`src/rtl/gpr_pkg.sv`:
```
package gpr_pkg;
  typedef enum logic [1:0] {
    SZ_BYTE = 2'd0,
    SZ_HALF = 2'd1,
    SZ_WORD = 2'd2,
    SZ_WIDE = 2'd3
  } gpr_size_e;
endpackage

```
`src/rtl/gpr_view_read.sv`:
```
module gpr_view_read #(
  parameter int XLEN = 32
) (
  input  logic [XLEN-1:0] word,
  input  logic [1:0]      size,
  input  logic            sel_hi,
  output logic [XLEN-1:0] view
);
  import gpr_pkg::*;
  localparam int HW = XLEN / 2;
  localparam int BW = XLEN / 4;

  always_comb begin
    view = '0;
    case (gpr_size_e'(size))
      SZ_BYTE: view[BW-1:0] = sel_hi ? word[BW-1:0] : word[2*BW-1:BW];
      SZ_HALF: view[HW-1:0] = sel_hi ? word[XLEN-1:HW] : word[HW-1:0];
      default: view = word;
    endcase
  end
endmodule

```
`src/rtl/gpr_view_merge.sv`:
```
module gpr_view_merge #(
  parameter int XLEN = 32
) (
  input  logic [XLEN-1:0] old_word,
  input  logic [XLEN-1:0] data,
  input  logic [1:0]      size,
  input  logic            sel_hi,
  output logic [XLEN-1:0] merged
);
  import gpr_pkg::*;
  localparam int HW = XLEN / 2;
  localparam int BW = XLEN / 4;

  always_comb begin
    merged = old_word;
    case (gpr_size_e'(size))
      SZ_BYTE: begin
        if (sel_hi) merged[BW-1:0]    = data[BW-1:0];
        else        merged[2*BW-1:BW] = data[BW-1:0];
      end
      SZ_HALF: begin
        if (sel_hi) merged[XLEN-1:HW] = data[HW-1:0];
        else        merged[HW-1:0]    = data[HW-1:0];
      end
      default: merged = data;
    endcase
  end
endmodule

```
`src/rtl/gpr_file.sv`:
```
module gpr_file #(
  parameter int NREG = 8,
  parameter int XLEN = 32,
  localparam int IDXW = $clog2(NREG),
  localparam int FW = IDXW + 1
) (
  input  logic            clk,
  input  logic            rst,
  input  logic            wr_en,
  input  logic [1:0]      wr_size,
  input  logic [FW-1:0]   wr_reg,
  input  logic [XLEN-1:0] wr_data,
  input  logic [1:0]      ra_size,
  input  logic [FW-1:0]   ra_reg,
  output logic [XLEN-1:0] ra_data,
  input  logic [1:0]      rb_size,
  input  logic [FW-1:0]   rb_reg,
  output logic [XLEN-1:0] rb_data,
  input  logic [IDXW-1:0] ad_reg,
  output logic [XLEN-1:0] ad_data
);
  localparam int NRD = 2;

  logic [XLEN-1:0] regs [NREG];
  logic [XLEN-1:0] wr_old, wr_new;
  logic [IDXW-1:0] wr_idx;

  logic [1:0]      rd_size [NRD];
  logic [FW-1:0]   rd_reg  [NRD];
  logic [XLEN-1:0] rd_view [NRD];

  assign wr_idx = wr_reg[IDXW-1:0];
  assign wr_old = regs[wr_idx];

  gpr_view_merge #(.XLEN(XLEN)) u_merge (
    .old_word(wr_old),
    .data    (wr_data),
    .size    (wr_size),
    .sel_hi  (wr_reg[FW-1]),
    .merged  (wr_new)
  );

  always_ff @(posedge clk) begin
    if (rst) begin
      for (int i = 0; i < NREG; i++) regs[i] <= '0;
    end else if (wr_en && (int'(wr_idx) < NREG)) begin
      regs[wr_idx] <= wr_new;
    end
  end

  assign rd_size[0] = ra_size;
  assign rd_reg[0]  = ra_reg;
  assign rd_size[1] = rb_size;
  assign rd_reg[1]  = rb_reg;

  for (genvar p = 0; p < NRD; p++) begin : g_rd
    gpr_view_read #(.XLEN(XLEN)) u_read (
      .word  (regs[rd_reg[p][IDXW-1:0]]),
      .size  (rd_size[p]),
      .sel_hi(rd_reg[p][FW-1]),
      .view  (rd_view[p])
    );
  end

  assign ra_data = rd_view[0];
  assign rb_data = rd_view[1];
  assign ad_data = regs[ad_reg];
endmodule

```
`config.mk`:
```
export PLATFORM = sky130hd
export DESIGN_NAME = gpr_file
export DESIGN_NICKNAME = d
export VERILOG_FILES = /design/src/rtl/gpr_pkg.sv /design/src/rtl/gpr_view_read.sv /design/src/rtl/gpr_view_merge.sv /design/src/rtl/gpr_file.sv
export SDC_FILE = /design/constraint.sdc
export NUM_CORES = 1
export LEC_CHECK = 0
export BUFFER_PORTS_ARGS = -buffer_cell sky130_fd_sc_hd__buf_2
export CAP_MARGIN = 20
export CELL_PAD_IN_SITES_DETAIL_PLACEMENT = 1
export CELL_PAD_IN_SITES_GLOBAL_PLACEMENT = 1
export CORE_MARGIN = 2
export CORE_UTILIZATION = 51
export DETAILED_ROUTE_END_ITERATION = 16
export HOLD_SLACK_MARGIN = 0.05
export PLACE_DENSITY_LB_ADDON = 0.25
export SLEW_MARGIN = 15
export SYNTH_ARGS = -nofsm -noshare
export SYNTH_HDL_FRONTEND = slang
export SYNTH_SLANG_ARGS = --single-unit
```
`constraint.sdc`:
```
create_clock -name clk -period 2.85 [get_ports clk]
set_clock_uncertainty 0.2 [all_clocks]
set_input_delay 0.4275 -clock clk [delete_from_list [all_inputs] [get_ports clk]]
set_output_delay 0.4275 -clock clk [all_outputs]
set_load 0.1 [all_outputs]
```
; ---- Word level (Yosys, flattened, before mapping)
; Memories as Yosys holds them, arrays and structs flattened.
; Index checks and enable logic that the tools add are counted.
[totals]
register_bits = 0
ram_bits = 256
output_inout_bits = 96
word_cells = 43
n_memories = 1
[op_classes]
n_eq_ne = 9
mux = 24
reduce_logical = 9
[memory_table]
columns = name, words, word_bits, rd, rd_ports_with_merged_regs, wr, line_no
row1 = regs, 8, 32, 3, 0, 8, gpr_file.sv:24  ; logic [XLEN-1:0] regs [NREG];
[op_table]
columns = operator, n
row1 = $mux 16, 6
row2 = $pmux 16 s2, 2
row3 = $pmux 8 s2, 4
row4 = $mux 32, 1
row5 = $mux 8, 4
row6 = $reduce_or 32->1, 1
row7 = $ne 2x2->1 const B, 5
row8 = $reduce_and 3->1, 3
row9 = $eq 2x1->1 const B, 3
row10 = $logic_not 2->1, 3
row11 = $mux 3, 2
row12 = $mux 1, 5
row13 = $reduce_or 2->1, 2
row14 = $ne 1x1->1 const B, 1

; ---- Longest topological paths before layout
; Gate-level depths: netlist of the first run.
[depth]
ltp_word = 6
depth_mapped = 7
mapped_depth_nobuf = 4

; ---- Modules after synthesis
; Synthesis of the first run repeated with hierarchy kept, for this count alone.
[unflattened]
hier_cells = 1227
hier_area_um2 = 18824.3
[by_module_without_submodules]
columns = mod, instances, cells_each, area_per_inst_um2
row1 = gpr_file, 1, 1021, 17286.6
row2 = gpr_view_read, 2, 60, 462.9
row3 = gpr_view_merge, 1, 86, 611.8

; ---- Least setup slack after synthesis of the first run
; Ideal clock, no wire load.
[synth_path]
path_type = input to output
start = in rb_reg[2]
end = out rb_data[12]
arrival_ps = 4332
required_time_ps = 2223
setup_slack_ps = -2110
path_stages = 6
cell_sequence = buf_4 -> buf_2 -> buf_2 -> mux4_2 -> mux2i_1 -> o41ai_1
[synth_between]
elab_chain_cells = 3
[synth_rtl]
columns = item, line_no
row1 = "start, declared", gpr_file.sv:17  ; input logic [FW-1:0] rb_reg,
row2 = $mem_v2 8x32 *, -
row3 = $mux 16, gpr_view_read.sv:17  ; SZ_HALF: view[HW-1:0] = sel_hi ? word[XLEN-1:HW] : word[HW-1:0];
row4 = $pmux 8 s2 *, gpr_view_read.sv:15  ; case (gpr_size_e'(size))
row5 = "end, declared", gpr_file.sv:18  ; output logic [XLEN-1:0] rb_data,
; Every way passes the cells marked *; elsewhere a longest branch is shown, timed or not.

==> metrics.txt, run 1 <==
Fin Hold WS=around 0.2 ns; combinational group share of total power=0.343; vias in the first global route=14100; final WL=71300 um; Synth Flop Type=edfxtp_1; Horiz. Die Dim=181 um; Max stage delay on crit path=0.53 ns; sequential share of power=0.363; DP HPWL=43800 um; DRT iter0 DRCs=1903; Tcrit/Tclk final=1.07; number of top-level pins=152; largest family of logic cells by synthesized area=multiplexers; Setup violations, final=48; crit-path leading delay family=multiplexers; first-pass GRT wire length=98600 um; nets@finish=1435; Clock Sinks=256; drt via density=7.50; initial antenna violation count=1; CTS H-Tree Depth=1; Yosys reg bits=roughly 260; Post-synth top cells=edfxtp_1 (256), nor2_1 (211), mux4_2 (192), and2_1 (91), mux2_2 (83); Post-synth EDFFs=256; cell taking the most area after synthesis=edfxtp_1; Global Route Usage Sum=0.418; GRT Residual Overflow=0; CP Cell Sequence=mux4_2 > mux2_4 > o22ai_2 > a22oi_2 > buf_12; max cap viols=0; DR WL/cell=roughly 40 um; CTS buffer count=27; # rows=64; warnings from Yosys=0; non-filler cells, final=1796; TritonCTS clock tree=done; Slowest-stage cell, CP=mux4_2; CTS Buffer Depth=3; most common cell in the netlist=edfxtp_1; Largest regs=regs (256); clk root buf=clkbuf_16; Required @ worst endpoint=2.22 ns; Clk pwr share=0.294; Mapped Cells=1109; worst vdd ir=0.000636 V; final worst slack=-0.214 ns; ant diodes=0; Routability Congestion=0.904; post-synthesis simple-gate area fraction=0.113; failing checks=setup timing; leak pwr=approximately 0.008 uW; initial core utilization=0.521; final hold violations=0; synth top area cells=edfxtp_1 (48%), mux4_2 (27%), mux2_2 (5.8%), nor2_1 (4.9%), and2_1 (3.6%); Final min period=between 3 and 4 ns; Crit Path Category=register to primary output; worst-path fanout max=3; Die Footprint=32900 um2; Final Slew Violations=0; Synth-to-Final Area Change=31.8%; max reg flops=256; syn_nets=around 1200; adder-cell share of the synthesized area=0; drt drc=0; share of post-route cells with drive strength above 1=0.531; Port Buffer Count=151; fmax=326 MHz; Netlist cell types=33; ys async rst share=0; routed vias=13500; Synth Area per Inst=around 14 um2; Int Pwr=8090 uW; hold buffers post-CTS=0; pin count of the biggest net entering global routing=33; unrepaired setup endpoints after global routing=yes; CP Capture Type=primary output; outcome=finished, violations left; antenna viol nets, final=0; mux share of post-synthesis cell area=0.351; drt pass-1 iters=5; CP Buf/Inv Count=1; Net Sw Frac=0.363; worst rel slew slack=0.323; Biggest register=regs; Synth Area in XOR/XNOR=0.000546; post-synthesis compound-gate area fraction=0.0279; Startpoint Class=register; critical path arrival=between 2 and 2.5 ns; top cell type's share of synthesized area=0.480; register area share after synthesis=0.480; die extent in y=roughly 180 um; clock transition at the registers of the reported paths=0.07 ns; Worst-Margin Slew=approximately 1 ns; total core area=30700 um2; switching pwr=4620 uW; Post-Syn Area=16000 um2; Hold Path Class=primary input to register; PwrDens=between 600 and 700 nW/um2; Inst Count DP=1700
-- final cells by class --
class,instances,area (um2)
timing repair buffer,324,3290
fill,2719,9630
tap,396,495
clock buffer,29,683
inverter,4,15.0
multi-input combinational,766,8740
sequential,256,7690
clock inverter,21,209
-- layout by cell type, fill, tap and decap left out, types with 3 or more instances in the layout --
| cell | n |
|---|---|
| nand2_4 | 3 |
| o21ai_2 | 5 |
| mux2_2 | 39 |
| nand2_2 | 8 |
| a22oi_2 | 8 |
| mux4_2 | 192 |
| nand2b_1 | 18 |
| edfxtp_1 | 256 |
| clkbuf_16 | 27 |
| o21ba_4 | 6 |
| nor3b_1 | 3 |
| nor2_1 | 202 |
| nand2_1 | 26 |
| inv_1 | 4 |
| buf_6 | 24 |
| inv_6 | 3 |
| mux2i_1 | 37 |
| buf_4 | 143 |
| buf_8 | 3 |
| o21ai_4 | 10 |
| nand3_1 | 4 |
| buf_12 | 75 |
| o22ai_2 | 5 |
| nor2_2 | 8 |
| buf_2 | 76 |
| nor2b_1 | 7 |
| and2_1 | 75 |
| or2_2 | 8 |
| o41ai_4 | 4 |
| a211oi_4 | 8 |
| clkinv_2 | 5 |
| o22ai_4 | 10 |
| clkinv_1 | 8 |
| clkbuf_4 | 3 |
| mux2_4 | 44 |
| bufinv_16 | 4 |
| and2_4 | 16 |
-- worst min-delay path, cell delays in order --
cell     delay [ns]
buf_2          0.07
mux2i_1        0.07
buf_4          0.18
nor2_1         0.09
-- layer usage --
layer	track usage	up-vias	routed length, um
met1	0.507	6784	23000
met2	0.693	1383	34300
met3	0.0927	402	8540
met4	0.242	0	5450
met5	0	-	0
li1	-	4898	-
-- power by group through the flow --
stage	clock network [uW]	logic [uW]	registers, uW
floorplan	0	2590	4550
global placement	0	3610	4610
detailed placement	0	3660	4650
CTS	3660	4040	4570
global route	3840	4410	4620
finish	3730	4360	4620
-- repair_timing --
| item | 4_1_cts | 5_1_grt |
|---|---|---|
| buffers inserted | 38 | 11 |
| pin swaps | 30 | 7 |
| setup endpoints to repair | 61 | 66 |
| gates resized for setup | 209 | 111 |
-- path summary, 6_finish.rpt --
path | startpoint | to | slack, ns | cells past startpoint
setup / recovery | regs[7][20] | rb_data[4] | -0.21 | 5
hold / removal | wr_data[31] | regs[7][31] | 0.19 | 4
-- kinds of logic after synthesis --
family	count (synthesis)
simple gates	388
mux	312
flops	256
buf+inv	87
compound gates	65
xor+xnor	1
-- stage by stage --
step	utilization	setup TNS, ns	total power [uW]	instance area (um2)	setup WS [ns]
floorplan	-	-1.66	7140	16300	-0.487
global placement	0.608	-1.55	8220	18700	-0.144
detailed placement	0.608	-2.87	8320	18700	-0.172
CTS	0.672	-2.06	12300	20700	-0.132
global route	0.687	-4.49	12900	21100	-0.236
finish	0.687	-4.03	12700	21100	-0.214
(Power assumes the default switching activity.)
==> run 2: changes to the inputs <==
- CORE_UTILIZATION: 51 -> 54
- clock period: 2.85 -> 4 ns (I/O delays scaled with it)
==> metrics.txt, run 2 (synthesized netlist as in run 1, its figures left out) <==
commonest non-fill, non-tap cell in the layout=edfxtp_1; CP Buf/Inv Count=3 (+2); Setup violations, final=0 (-100%); Clk pwr share=0.290 (-0.004); final hold violations=0 (unchanged); # rows=63 (-1.6%); hold buffers post-CTS=0 (unchanged); critical path arrival=2.80 ns (+0.36 ns); worst-path fanout max=19 (+16); combinational group share of total power=0.309 (-0.034); CTS Buffer Depth=3 (unchanged); Final Core Density=0.634 (-0.0527); Slowest-stage cell, CP=mux4_2; HP Start=wr_data[5]; Biggest register=regs; initial core utilization=0.545 (+0.0239); DP Worst Slack=0.460 ns (+0.632 ns); max reg flops=256 (unchanged); CP Cell Sequence=buf_4 > buf_12 > mux4_2 > mux2_2 > o22ai_1 > a22oi_1 > buf_2; first-pass GRT wire length=84500 um (-14%); TritonCTS clock tree=done; fmax=277 MHz; total negative slack=0 ns (+4.03 ns); CTS buffer count=27 (unchanged); drt drc=0 (unchanged); Max stage delay on crit path=0.53 ns (about the same); crit path from=rb_reg[0]; commonest non-fill, non-tap cells in the layout=edfxtp_1 (256), nor2_1 (211), mux4_2 (192); GRT Residual Overflow=0 (unchanged); Clock Sinks=256 (unchanged); Crit Path Category=primary input to primary output; share of post-route cells with drive strength above 1=0.427 (-0.104); Horiz. Die Dim=176 um (-2.8%); Worst-Margin Slew=1.11 ns (+0.0918 ns); pin count of the biggest net entering global routing=49 (+48%); CP Capture Type=primary output; Net Sw Frac=0.360 (-0.00309); unrepaired setup endpoints after global routing=no; Hold Path Class=primary input to register; clock transition at the registers of the reported paths=0.06 ns (about the same); Filler Cell Count=2739 (+0.74%); Die Footprint=31100 um2 (-5.4%); total core area=29400 um2 (-4.4%); max cap viols=0 (unchanged); worst rel slew slack=0.241 (-0.0823); Design Area, Final=18600 um2 (-12%); nets@finish=1317 (-8.2%); CTS H-Tree Depth=1 (unchanged); Final Slew Violations=0 (unchanged); DP HPWL=40100 um (-8.4%); antenna viol nets, final=0 (unchanged); CTS resizes=0 (-100%); Int Pwr=5210 uW (-36%); Port Buffer Count=151 (unchanged); Required @ worst endpoint=3.20 ns (+0.98 ns); worst vdd ir=0.000384 V (-40%); leak pwr=0.00667 uW (-15%); sequential share of power=0.401 (+0.038); Synth-to-Final Area Change=16.3%; switching pwr=2930 uW (-36%); outcome=finished, final reports clean; die extent in y=176 um (-2.8%); DRT iter0 DRCs=1570 (-17%); Final min period=3.60 ns; initial antenna violation count=4 (+3); final WL=59000 um (-17%); PwrDens=437 nW/um2 (-27%); number of top-level pins=152 (unchanged); routed vias=12100 (-9.8%); Placed Area=17800 um2 (-4.7%); DR WL/cell=35.3 um (-11%); Global Route Usage Sum=0.382 (-0.0355); clk root buf=clkbuf_16; Startpoint Class=primary input; postcts setup bufs=0 (-100%); drt pass-1 iters=5 (unchanged); Largest regs=regs (256); drt via density=7.26 (-3.2%); crit-path leading delay family=multiplexers; vias in the first global route=12700 (-10%); Tcrit/Tclk final=0.901; final worst slack=0.395 ns (+0.609 ns); Routability Congestion=0.908 (+0.35%)
run 2: final timing paths:
path,end,slack (ns),cells past startpoint
worst max-delay path,rb_data[5],0.40,7
worst min-delay path,regs[4][5],0.36,2
run 2: cell type report:
type	count	area [um2]	share of cell area
multi-input combinational	766	7980	0.428
sequential	256	7690	0.412
timing repair buffer	206	1670	0.0896
clock buffer	33	698	0.0374
tap	390	488	0.0262
clock inverter	16	106	0.00570
inverter	4	15.0	0.000805
antenna	2	5.00	0.000268
run 2: metrics by stage:
stage	hold WS (ns)	total power, uW	std cells
6_report	0.359	8150	1673
3_5_place_dp	0.903	5780	1622
3_3_place_gp	0.896	5720	1622
4_1_cts	0.334	8110	1671
2_1_floorplan	0.598	5040	1109
5_1_grt	0.360	8290	1673
run 2: metal layers:
| metal | GRT usage | vias up | part of all wire |
|---|---|---|---|
| li1 | - | 4671 | - |
| met1 | 0.490 | 6248 | 0.36 |
| met2 | 0.606 | 1019 | 0.47 |
| met3 | 0.0999 | 202 | 0.12 |
| met4 | 0.198 | 4 | 0.055 |
| met5 | 0 | - | 0.00046 |
run 2: power groups by stage:
stage	sequential [uW]	combinational, uW	clock [uW]
finish	3270	2520	2360
global route	3280	2570	2450
CTS	3260	2490	2370
detailed placement	3310	2470	0
global placement	3290	2430	0
floorplan	3240	1800	0
==> run 3: changes to the inputs <==
- CORE_UTILIZATION: 54 -> 51
- clock period: 4 -> 3.95 ns (I/O delays scaled with it)
==> metrics.txt, run 3 (synthesized netlist as in run 1, its figures left out) <==
outcome=finished, final reports clean; initial antenna violation count=3 (-1); total core area=30700 um2 (+4.6%); DRT iter0 DRCs=1730 (+10%); Routability Congestion=0.874 (-3.7%); DR WL/cell=34.2 um (-3.1%); Hold Path End=regs[5][4]; CP Cell Sequence=buf_4 > buf_12 > mux4_2 > mux2_2 > o22ai_1 > a22oi_1 > buf_2; CTS resizes=0 (unchanged); postcts setup bufs=0 (unchanged); routed vias=12000 (-1.5%); sequential share of power=0.382 (-0.019); Largest regs=regs (256); unrepaired setup endpoints after global routing=no; clk root buf=clkbuf_16; Worst-Margin Slew=0.953 ns (-0.154 ns); Fin Hold WS=0.344 ns (-0.0150 ns); worst-path fanout max=27 (+8); Hold Crit Depth=2 (unchanged); initial core utilization=0.521 (-0.0239); HP Start=wr_data[4]; die extent in y=181 um (+2.8%); Final min period=3.50 ns; Startpoint Class=primary input; Net Sw Frac=0.349 (-0.0117); Synth-to-Final Area Change=18.1%; Port Buffer Count=151 (unchanged); Biggest register=regs; commonest non-fill, non-tap cell in the layout=edfxtp_1; DP Worst Slack=0.458 ns (-0.00209 ns); drt drc=0 (unchanged); drt via density=7.05 (-2.9%); TritonCTS clock tree=done; Horiz. Die Dim=181 um (+2.8%); total negative slack=0 ns (unchanged); Int Pwr=5650 uW (+8.3%); Inst Count DP=1639 (+1.0%); CP Capture Type=primary output; Setup violations, final=0 (unchanged); leak pwr=0.00681 uW (+2.0%); worst rel slew slack=0.346 (+0.106); Clock Sinks=256 (unchanged); Final Slew Violations=0 (unchanged); CTS Buffer Depth=3 (unchanged); worst vdd ir=0.000342 V (-11%); CTS H-Tree Depth=1 (unchanged); DP HPWL=40400 um (+0.54%); drt pass-1 iters=5 (unchanged); antenna viol nets, final=0 (unchanged); Hold Path Class=primary input to register; Slowest-stage cell, CP=mux4_2; crit path from=rb_reg[0]; max reg flops=256 (unchanged); # rows=64 (+1.6%); commonest non-fill, non-tap cells in the layout=edfxtp_1 (256), nor2_1 (211), mux4_2 (192); first-pass GRT wire length=84100 um (-0.50%); Crit Path Category=primary input to primary output; CTS buffer count=29 (+7.4%); PwrDens=458 nW/um2 (+4.8%); share of post-route cells with drive strength above 1=0.437 (+0.00982); final worst slack=0.449 ns (+0.0541 ns); Die Footprint=32900 um2 (+5.7%); number of top-level pins=152 (unchanged); clock transition at the registers of the reported paths=0.07 ns (about the same); final hold violations=0 (unchanged); critical path arrival=2.71 ns (-0.09 ns); fmax=286 MHz; Clk pwr share=0.324 (+0.034); combinational group share of total power=0.294 (-0.015); final WL=58000 um (-1.7%); switching pwr=3020 uW (+2.9%); GRT Residual Overflow=0 (unchanged); Tcrit/Tclk final=0.886; vias in the first global route=12300 (-2.9%); hold buffers post-CTS=0 (unchanged); nets@finish=1331 (+1.1%); total power=8670 uW (+6.4%); Required @ worst endpoint=3.16 ns (-0.04 ns); pin count of the biggest net entering global routing=65 (+33%); non-filler cells, final=1696 (+1.4%); max cap viols=0 (unchanged); Max stage delay on crit path=0.57 ns (+0.04 ns); Global Route Usage Sum=0.354 (-0.0282)
-- run 3: how the worst max path moves through the flow --
| stage | slack [ns] | depth (start not counted) | to |
|---|---|---|---|
| floorplan | 0.003 | 6 | rb_data[12] |
| global placement | 0.47 | 7 | rb_data[5] |
| detailed placement | 0.46 | 7 | rb_data[5] |
| CTS | 0.46 | 7 | rb_data[5] |
| global route | 0.36 | 7 | rb_data[3] |
| finish | 0.45 | 7 | rb_data[3] |
-- run 3: metrics by stage --
stage           util  cell area, um2
2_1_floorplan      -           16100
6_report       0.616           18900
3_3_place_gp   0.584           17900
5_1_grt        0.616           18900
3_5_place_dp   0.584           17900
4_1_cts        0.615           18900
-- run 3: routing by layer --
metal / vias to the layer above / global-route usage / share of wire
li1: 4693 / - / -
met1: 6194 / 0.477 / 0.37
met2: 913 / 0.565 / 0.48
met3: 157 / 0.0667 / 0.11
met4: 0 / 0.160 / 0.040
met5: - / 0 / 0
-- run 3: final cells by class --
| class | count | area, um2 |
|---|---|---|
| antenna | 2 | 5.00 |
| clock buffer | 34 | 744 |
| clock inverter | 20 | 233 |
| fill | 2923 | 11800 |
| inverter | 4 | 15.0 |
| multi-input combinational | 766 | 7980 |
| sequential | 256 | 7690 |
| tap | 396 | 495 |
| timing repair buffer | 218 | 1780 |
-- run 3: critical path: cells and delay by family --
kind	cells	cell delay (ns)
buffers and inverters	3	0.89
muxes	2	0.89
AOI/OAI and AO/OA	2	0.31
-- run 3: power by group through the flow --
stage | logic (uW) | clock network, uW | registers, uW
after floorplan | 1820 | 0 | 3280
after global placement | 2490 | 0 | 3330
after detailed placement | 2520 | 0 | 3350
after CTS | 2530 | 2820 | 3300
after global routing | 2610 | 2920 | 3320
final | 2550 | 2810 | 3310
